## src/rtl/cs_pkg.sv

```systemverilog
package cs_pkg;

    localparam int BLOCK_LEN = 192;
    localparam int POS_W     = $clog2(BLOCK_LEN);

    typedef enum logic {
        MODE_PRO  = 1'b0,
        MODE_CONS = 1'b1
    } cs_mode_e;

    // consumer pin group; the five single pins are active-low
    typedef struct packed {
        logic       copy_n;
        logic       emph_n;
        logic       cat0_n;
        logic       cat1_n;
        logic       gen_n;
        logic [1:0] fcode;
    } cons_pins_t;

    // professional pin group, active-high
    typedef struct packed {
        logic [1:0] emph;
        logic       nonaudio;
        logic       fs_a;
        logic       fs_b;
        logic       chmode;
    } pro_pins_t;

    // result of the pin mapping for one position
    typedef struct packed {
        logic force_zero;
        logic pin_bit;
    } pin_term_t;

    // frequency code -> {bit24, bit25}
    function automatic logic [1:0] fcode_to_bits(input logic [1:0] fc);
        case (fc)
            2'b01:   return 2'b01;
            2'b10:   return 2'b11;
            default: return 2'b00;
        endcase
    endfunction

    // emphasis code -> {bit2, bit3, bit4}
    function automatic logic [2:0] emph_to_bits(input logic [1:0] em);
        case (em)
            2'b00:   return 3'b111;
            2'b01:   return 3'b110;
            2'b10:   return 3'b100;
            default: return 3'b000;
        endcase
    endfunction

endpackage

```

## src/rtl/cs_pos_counter.sv

```systemverilog
module cs_pos_counter #(
    parameter int BLOCK_LEN = cs_pkg::BLOCK_LEN,
    localparam int POS_W    = $clog2(BLOCK_LEN)
) (
    input  logic             clk,
    input  logic             rst,
    input  logic             frame_tick,
    input  logic             block_start,
    output logic [POS_W-1:0] frame_pos,
    output logic             frame_valid
);
    localparam logic [POS_W-1:0] LAST = POS_W'(BLOCK_LEN - 1);

    logic [POS_W-1:0] cnt_q;
    logic             synced_q;

    always_comb begin
        if (block_start)
            frame_pos = '0;
        else if (cnt_q == LAST)
            frame_pos = '0;
        else
            frame_pos = cnt_q + 1'b1;
        frame_valid = synced_q | block_start;
    end

    always_ff @(posedge clk) begin
        if (rst) begin
            cnt_q    <= '0;
            synced_q <= 1'b0;
        end else if (frame_tick && frame_valid) begin
            cnt_q    <= frame_pos;
            synced_q <= 1'b1;
        end
    end
endmodule

```

## src/rtl/cs_pin_mapper.sv

```systemverilog
module cs_pin_mapper
    import cs_pkg::*;
#(
    parameter int POS_W = cs_pkg::POS_W
) (
    input  logic [POS_W-1:0] pos,
    input  cs_mode_e         mode,
    input  cons_pins_t       cons,
    input  pro_pins_t        pro,
    output pin_term_t        term
);
    logic [1:0] fbits;
    logic [2:0] ebits;

    always_comb begin
        fbits = fcode_to_bits(cons.fcode);
        ebits = emph_to_bits(pro.emph);
        term  = '0;
        if (mode == MODE_CONS) begin
            case (int'(pos))
                0:  term.force_zero = 1'b1;
                2:  term.pin_bit    = ~cons.copy_n;
                3:  term.pin_bit    = ~cons.emph_n;
                8:  term.pin_bit    = ~cons.cat0_n;
                9:  term.pin_bit    = ~cons.cat1_n;
                15: term.pin_bit    = ~cons.gen_n;
                24: term.pin_bit    = fbits[1];
                25: term.pin_bit    = fbits[0];
                default: term       = '0;
            endcase
        end else begin
            case (int'(pos))
                1: term.pin_bit = pro.nonaudio;
                2: term.pin_bit = ebits[2];
                3: term.pin_bit = ebits[1];
                4: term.pin_bit = ebits[0];
                6: term.pin_bit = pro.fs_a;
                7: term.pin_bit = pro.fs_b;
                9: term.pin_bit = pro.chmode;
                default: term   = '0;
            endcase
        end
    end
endmodule

```

## src/rtl/cs_bit_gen.sv

```systemverilog
module cs_bit_gen
    import cs_pkg::*;
#(
    parameter int BLOCK_LEN = cs_pkg::BLOCK_LEN
) (
    input  logic clk,
    input  logic rst,
    input  logic frame_tick,
    input  logic block_start,
    input  logic serial_cs,
    input  logic consumer_mode,
    input  logic transparent,
    input  logic con_copy_n,
    input  logic con_emph_n,
    input  logic con_cat0_n,
    input  logic con_cat1_n,
    input  logic con_gen_n,
    input  logic fcode_hi,
    input  logic fcode_lo,
    input  logic emph_hi,
    input  logic emph_lo,
    input  logic pro_nonaudio,
    input  logic pro_fs_a,
    input  logic pro_fs_b,
    input  logic pro_chmode,
    output logic cs_bit,
    output logic blk_flag,
    output logic cd_sub
);
    localparam int POS_W = $clog2(BLOCK_LEN);

    logic [POS_W-1:0] frame_pos;
    logic             frame_valid;
    cs_mode_e         mode;
    cons_pins_t       cons;
    pro_pins_t        pro;
    pin_term_t        term;
    logic             merged;
    logic             cs_q;
    logic             blk_q;

    assign mode = consumer_mode ? MODE_CONS : MODE_PRO;
    assign cons = '{copy_n: con_copy_n, emph_n: con_emph_n, cat0_n: con_cat0_n,
                    cat1_n: con_cat1_n, gen_n: con_gen_n,
                    fcode: {fcode_hi, fcode_lo}};
    assign pro  = '{emph: {emph_hi, emph_lo}, nonaudio: pro_nonaudio,
                    fs_a: pro_fs_a, fs_b: pro_fs_b, chmode: pro_chmode};

    cs_pos_counter #(.BLOCK_LEN(BLOCK_LEN)) u_cnt (
        .clk         (clk),
        .rst         (rst),
        .frame_tick  (frame_tick),
        .block_start (block_start),
        .frame_pos   (frame_pos),
        .frame_valid (frame_valid)
    );

    cs_pin_mapper #(.POS_W(POS_W)) u_map (
        .pos  (frame_pos),
        .mode (mode),
        .cons (cons),
        .pro  (pro),
        .term (term)
    );

    always_comb begin
        if (transparent)
            merged = serial_cs;
        else if (term.force_zero)
            merged = 1'b0;
        else
            merged = serial_cs | term.pin_bit;
    end

    always_ff @(posedge clk) begin
        if (rst) begin
            cs_q  <= 1'b0;
            blk_q <= 1'b0;
        end else if (frame_tick) begin
            cs_q  <= frame_valid & merged;
            blk_q <= frame_valid & (frame_pos == '0);
        end
    end

    assign cs_bit   = cs_q;
    assign blk_flag = blk_q;
    assign cd_sub   = (mode == MODE_CONS) & fcode_hi & fcode_lo;
endmodule

```

## config.mk

```make
export PLATFORM = sky130hd
export DESIGN_NAME = cs_bit_gen
export DESIGN_NICKNAME = d
export VERILOG_FILES = /design/src/rtl/cs_pkg.sv /design/src/rtl/cs_pos_counter.sv /design/src/rtl/cs_pin_mapper.sv /design/src/rtl/cs_bit_gen.sv
export SDC_FILE = /design/constraint.sdc
export NUM_CORES = 1
export LEC_CHECK = 0
export ABC_AREA = 0
export BUFFER_PORTS_ARGS = -buffer_cell sky130_fd_sc_hd__buf_4
export CAP_MARGIN = 0
export CORE_MARGIN = 2
export CORE_UTILIZATION = 45
export DETAILED_ROUTE_END_ITERATION = 16
export GPL_TIMING_DRIVEN = 0
export PLACE_DENSITY_LB_ADDON = 0.1
export SLEW_MARGIN = 0
export SYNTH_ARGS = -nofsm -noshare
export SYNTH_HDL_FRONTEND = slang
export SYNTH_SLANG_ARGS = --single-unit
```

## constraint.sdc

```tcl
create_clock -name clk -period 3.95 [get_ports clk]
set_input_delay 0.395 -clock clk [delete_from_list [all_inputs] [get_ports clk]]
set_output_delay 0.395 -clock clk [all_outputs]
set_load 0.05 [all_outputs]
```

; ---- Yosys cells after proc, flatten, opt, wreduce, memory -nomap -nowiden
; Cells that the tools add are included.
[classes]
bitwise = 11
n_eq_ne = 16
mux = 11
n_addsub = 1
reduce_logical = 3
[ops]
columns = cell, count
row1 = == test 8 x 3 -> 1 bit (second input constant), 3
row2 = == test 8 x 4 -> 1 bit (second input constant), 3
row3 = == test 8 x 2 -> 1 bit (second input constant), 2
row4 = == test 8 x 5 -> 1 bit (second input constant), 2
row5 = 2-to-1 mux 8 bit, 2
row6 = case mux 1 bit (7 select lines), 2
row7 = case mux 3 bit (3 select lines), 1
row8 = adder 8 x 1 -> 8 bit (second input constant), 1
row9 = == test 8 x 1 -> 1 bit (second input constant), 1
row10 = == test 8 bit (second input constant), 1
row11 = logical NOT 8 bit, 1
row12 = inverter 1 bit, 5
row13 = AND 1 bit, 4
row14 = == test 2 x 1 -> 1 bit (second input constant), 2
row15 = == test 2 bit (second input constant), 2
row16 = 2-to-1 mux 1 bit, 4
row17 = case mux 2 bit (2 select lines), 1
row18 = logical NOT 2 bit, 1
row19 = 2-to-1 mux 2 bit, 1
row20 = bitwise OR 1 bit, 2
row21 = logical AND 1 bit, 1
[totals]
inputBits = 20
elab_cells = 46
out_inout_bits = 3
regBits = 11

; ---- Longest topological paths before layout
[logic_depth]
word_depth = 10
mapped_depth = 9
mapped_depth_nobuf = 8

; ---- Modules after synthesis
; Synthesis repeated with hierarchy kept, for this count alone.
[unflattened]
hier_cells = 133
area_unflattened_um2 = 1046.0
[by_module_without_submodules]
columns = module, area_per_inst_um2, seq_area_each_um2, cells_per_inst, n_inst
row1 = cs_pos_counter, 615.6, 180.2, 78, 1
row2 = cs_pin_mapper, 305.3, 0.0, 41, 1
row3 = cs_bit_gen, 125.1, 40.0, 14, 1

; ---- Worst setup path before layout
; Ideal clock, no wire load.
[synth_path]
path_type = reg2reg
start = register u_cnt.cnt_q[0]
end = register cs_q, in the netlist cs_bit
path_stages_with_launch = 9
path_slack_ns = 1.873
n_path_buf = 1
arrival_time_ns = 1.991
required_time_ns = 3.864
setup_ns = 0.086
synth_period_minus_slack_ns = 2.077
path_cell_list = dfxtp_1 > ha_1 > and4_4 > a41o_1 > buf_6 > or4_4 > o211ai_2 > o21ai_2 > a221oi_2
[synth_via]
elab_chain_cells = 10
elab_cells_between_ends = 24
classes_between = add/sub: 1 / eq/ne: 12 / mux: 8 / bitwise: 2 / reduce/logical: 1
[synth_rtl]
columns = element, line_no
row1 = "start, declared", cs_pos_counter.sv:14  ; logic [POS_W-1:0] cnt_q;
row2 = "start signal, assigned", cs_pos_counter.sv:32  ; cnt_q <= frame_pos;
row3 = adder 8 x 1 -> 8 bit or == test 8 bit (tied branches), "cs_pos_counter.sv:23, cs_pos_counter.sv:20"
row4 = 2-to-1 mux 8 bit *, cs_pos_counter.sv:20  ; else if (cnt_q == LAST)
row5 = 2-to-1 mux 8 bit *, cs_pos_counter.sv:18  ; if (block_start)
row6 = == test 8 x 4 -> 1 bit (tied with other cells), "cs_pin_mapper.sv:20, cs_pin_mapper.sv:32"
row7 = case mux 1 bit (7 select lines) (on tied branches), "cs_pin_mapper.sv:32, cs_pin_mapper.sv:20"
row8 = 2-to-1 mux 2 bit *, cs_pin_mapper.sv:19  ; if (mode == MODE_CONS) begin
row9 = bitwise OR 1 bit, cs_bit_gen.sv:72  ; merged = serial_cs | term.pin_bit;
row10 = 2-to-1 mux 1 bit *, cs_bit_gen.sv:69  ; else if (term.force_zero)
row11 = 2-to-1 mux 1 bit *, cs_bit_gen.sv:67  ; if (transparent)
row12 = AND 1 bit *, cs_bit_gen.sv:80  ; cs_q <= frame_valid & merged;
row13 = "end signal, assigned", cs_bit_gen.sv:80
row14 = "end, declared", cs_bit_gen.sv:39  ; logic cs_q;
; Every way passes the cells marked *; elsewhere a longest branch is shown, timed or not.
; A chain may end at the register's enable or synchronous reset.

; ---- Worst setup path after layout
; Same ends and word-level chain as after synthesis.

==> out/results.ini <==
[timing]
period_minus_slack_ns = 2.27
rsz0062_at_grt = false
skew_ns = 0.00125
worst_pin_slew_ns = 0.576
setup_violations = 0
hold_viol = 0
tns_ns = 0
fin_crit_sh_pct = 57.5
fin_ws_ns = 1.68
hold_slack_ns = 0.286
timing.fmax_mhz = 441
slew_headroom_pct = 61.4
slew_viol_final = 0

[finish]
insertedDiodeCount = 0
synthToLayoutAreaGrowth_pct = 20.6
final_area_um2 = 1340
fillCellCount = 242
nNetsFinal = 202
drive_gt1_share_pct = 24.0

[synth]
syn_area_um2 = 1110
async_flop_share_pct = 0
synth_seq_cells = 11
synth_edf_count = 0
yosysWarningCount = 0
synth.most_common_cell = nor2_1
ys_types = 51
syn_area_per_cell_um2 = 7.26
seq_area_frac_synth_pct = 19.8
yosysTopAreaCell = dfxtp_1
ys_top_cells_by_count = nor2_1, a21oi_1, nand2_1
syn_inst = 153
syn_nets = 175
ys.flop_type = dfxtp_1
yosys-top-cells-area = dfxtp_1, nor2_1, a21oi_1
netlist.area_leader.share_pct = 19.8

[power]
switching_share_pct = 30.1
power_frac_comb_pct = 26.4
p_switching_mw = 0.0789
p_total_mw = 0.262
clkPwrFrac_pct = 29.8
p_leak_nw = 0.513
p_per_area_nw_per_um2 = 196
internal-power_mw = 0.184
ir_drop_v = 0.000140
seq_power_share_pct = 43.8

[cts]
hold_buffers = 0
cts_tree = done
cts_sinks = 11
ctsResizeCount = 0
ctsRootBufferMaster = clkbuf_4
path_clk_slew_ns = 0.07
cts_buffers = 3
h-tree-depth = 1
insertion_delay_ns = 0.27
cts_setup_buffers = 0
clockBufferDepth = 2

[worst_setup_path]
crit_path_cell_trace = ha_1, and4_4, a41o_1, buf_6, nor4_2, nor3b_2, o211ai_1, o211a_1, a221oi_2
crit_type = register to register
crit_family = simple AND/OR/NAND/NOR gates
crit_path_start_kind = register
cp-end-kind = register
cp_data_arrival_time_ns = 2.45
cp.required_ns = 4.13
slowest_stage = dfxtp_1
cp_max_fo = 10
crit_buf_inv = 1
critical-path-max-stage-delay_ns = 0.32

[floorplan]
fp.dieH_um = 53.7
fp.dieW_um = 53.7
io_pins = 23
die_area_um2 = 2880
rows = 18
start_util_pct = 46.1
core_area_um2 = 2410

[route]
wirelength_um = 2920
drt_iter0_drc = 30
avgRoutedWirePerCell_um = 14.0
vias_per_cell = 5.98
first_pass_iters = 4
drc_errors = 0
num_vias = 1249
drtAntennaViolNets = 0

[outcome]
outcome = finished clean

[min_path]
hold_class = input pin to register

[run]
cap_violations = 0

[global_route]
antenna_found_initial = 0
grt_pass1_wl_um = 4730
overflow = 0
grt_start_max_net_pins = 11
grt_pass1_vias = 1060
grtUsageTotal_pct = 22.6

[placement]
gp_congestion = 0.865
dpl-instance-area_um2 = 1310
pre_cts_ws_ns = 1.71
portBuffers = 22
place_hpwl_um = 2290

## power groups by stage
stage	logic, mW	registers, mW	clock network (mW)
final	0.0694	0.115	0.0782
after global routing	0.0758	0.115	0.0829
after CTS	0.0688	0.115	0.0810
after detailed placement	0.0686	0.118	0
after global placement	0.0676	0.117	0
after floorplan	0.0378	0.121	0
## path summary, 6_finish.rpt
kind	startpoint	to	slack, ns	cells after the start
max	u_cnt.cnt_q[0]	cs_bit	1.68	9
min	rst	cs_bit	0.29	2
max reg2reg	u_cnt.cnt_q[0]	cs_bit	1.68	9
min reg2reg	cs_bit	cs_bit	0.50	2
## cells by family after synthesis
group / count (synthesis) / share of synthesized area [%]
and+or+nand+nor: 65 / 32.2
AOI/OAI and AO/OA: 48 / 29.5
buffers and inverters: 18 / 9.01
DFF: 11 / 19.8
xor gates and xnor gates: 8 / 6.31
adders and majority gates: 2 / 2.25
muxes: 1 / 0.901
## layer usage
layer	global-route usage [%]	up-vias	share of wire (%)
met5	0	-	0
met4	5.98	0	0.68
met3	5.00	2	6.0
met2	37.6	37	48
met1	29.2	587	46
li1	-	623	-
## area by class of cell
| class | count | area, um2 | area share (%) |
|---|---|---|---|
| multi-input combinational | 124 | 791 | 59.0 |
| sequential | 11 | 220 | 16.4 |
| timing repair buffer | 22 | 165 | 12.3 |
| buffer | 13 | 81.3 | 6.07 |
| tap | 30 | 37.5 | 2.80 |
| clock buffer | 4 | 26.3 | 1.96 |
| inverter | 5 | 18.8 | 1.40 |
## flip-flops by register name, summed over array words and instances, names as in the netlist
register        cells
u_cnt.cnt_q         8
blk_flag            1
cs_bit              1
u_cnt.synced_q      1
## placed cells by master, fill, tap and decap left out, types with 2 or more instances in the layout
cell and instances:
buf_4 24, nor2_1 19, a21oi_1 12, nand2_1 12
o21ai_0 11, dfxtp_1 11, clkbuf_1 7, nand3_1 6
xor2_1 6, inv_1 5, nor3_1 4, nor4_1 4
and3_1 3, buf_6 3, a31oi_1 3, clkbuf_4 3
buf_2 2, a22oi_1 2, nor4b_1 2, or4_1 2
a211oi_1 2, xnor2_1 2, a32oi_1 2, o211ai_1 2
o32ai_1 2, ha_1 2
## per-stage QoR
stage / util, % / cells
after floorplan: - / 153
after global placement: 54.5 / 205
after detailed placement: 54.5 / 205
after CTS: 55.6 / 209
after global routing: 55.6 / 209
final: 55.6 / 209
(Power assumes the default switching activity.)
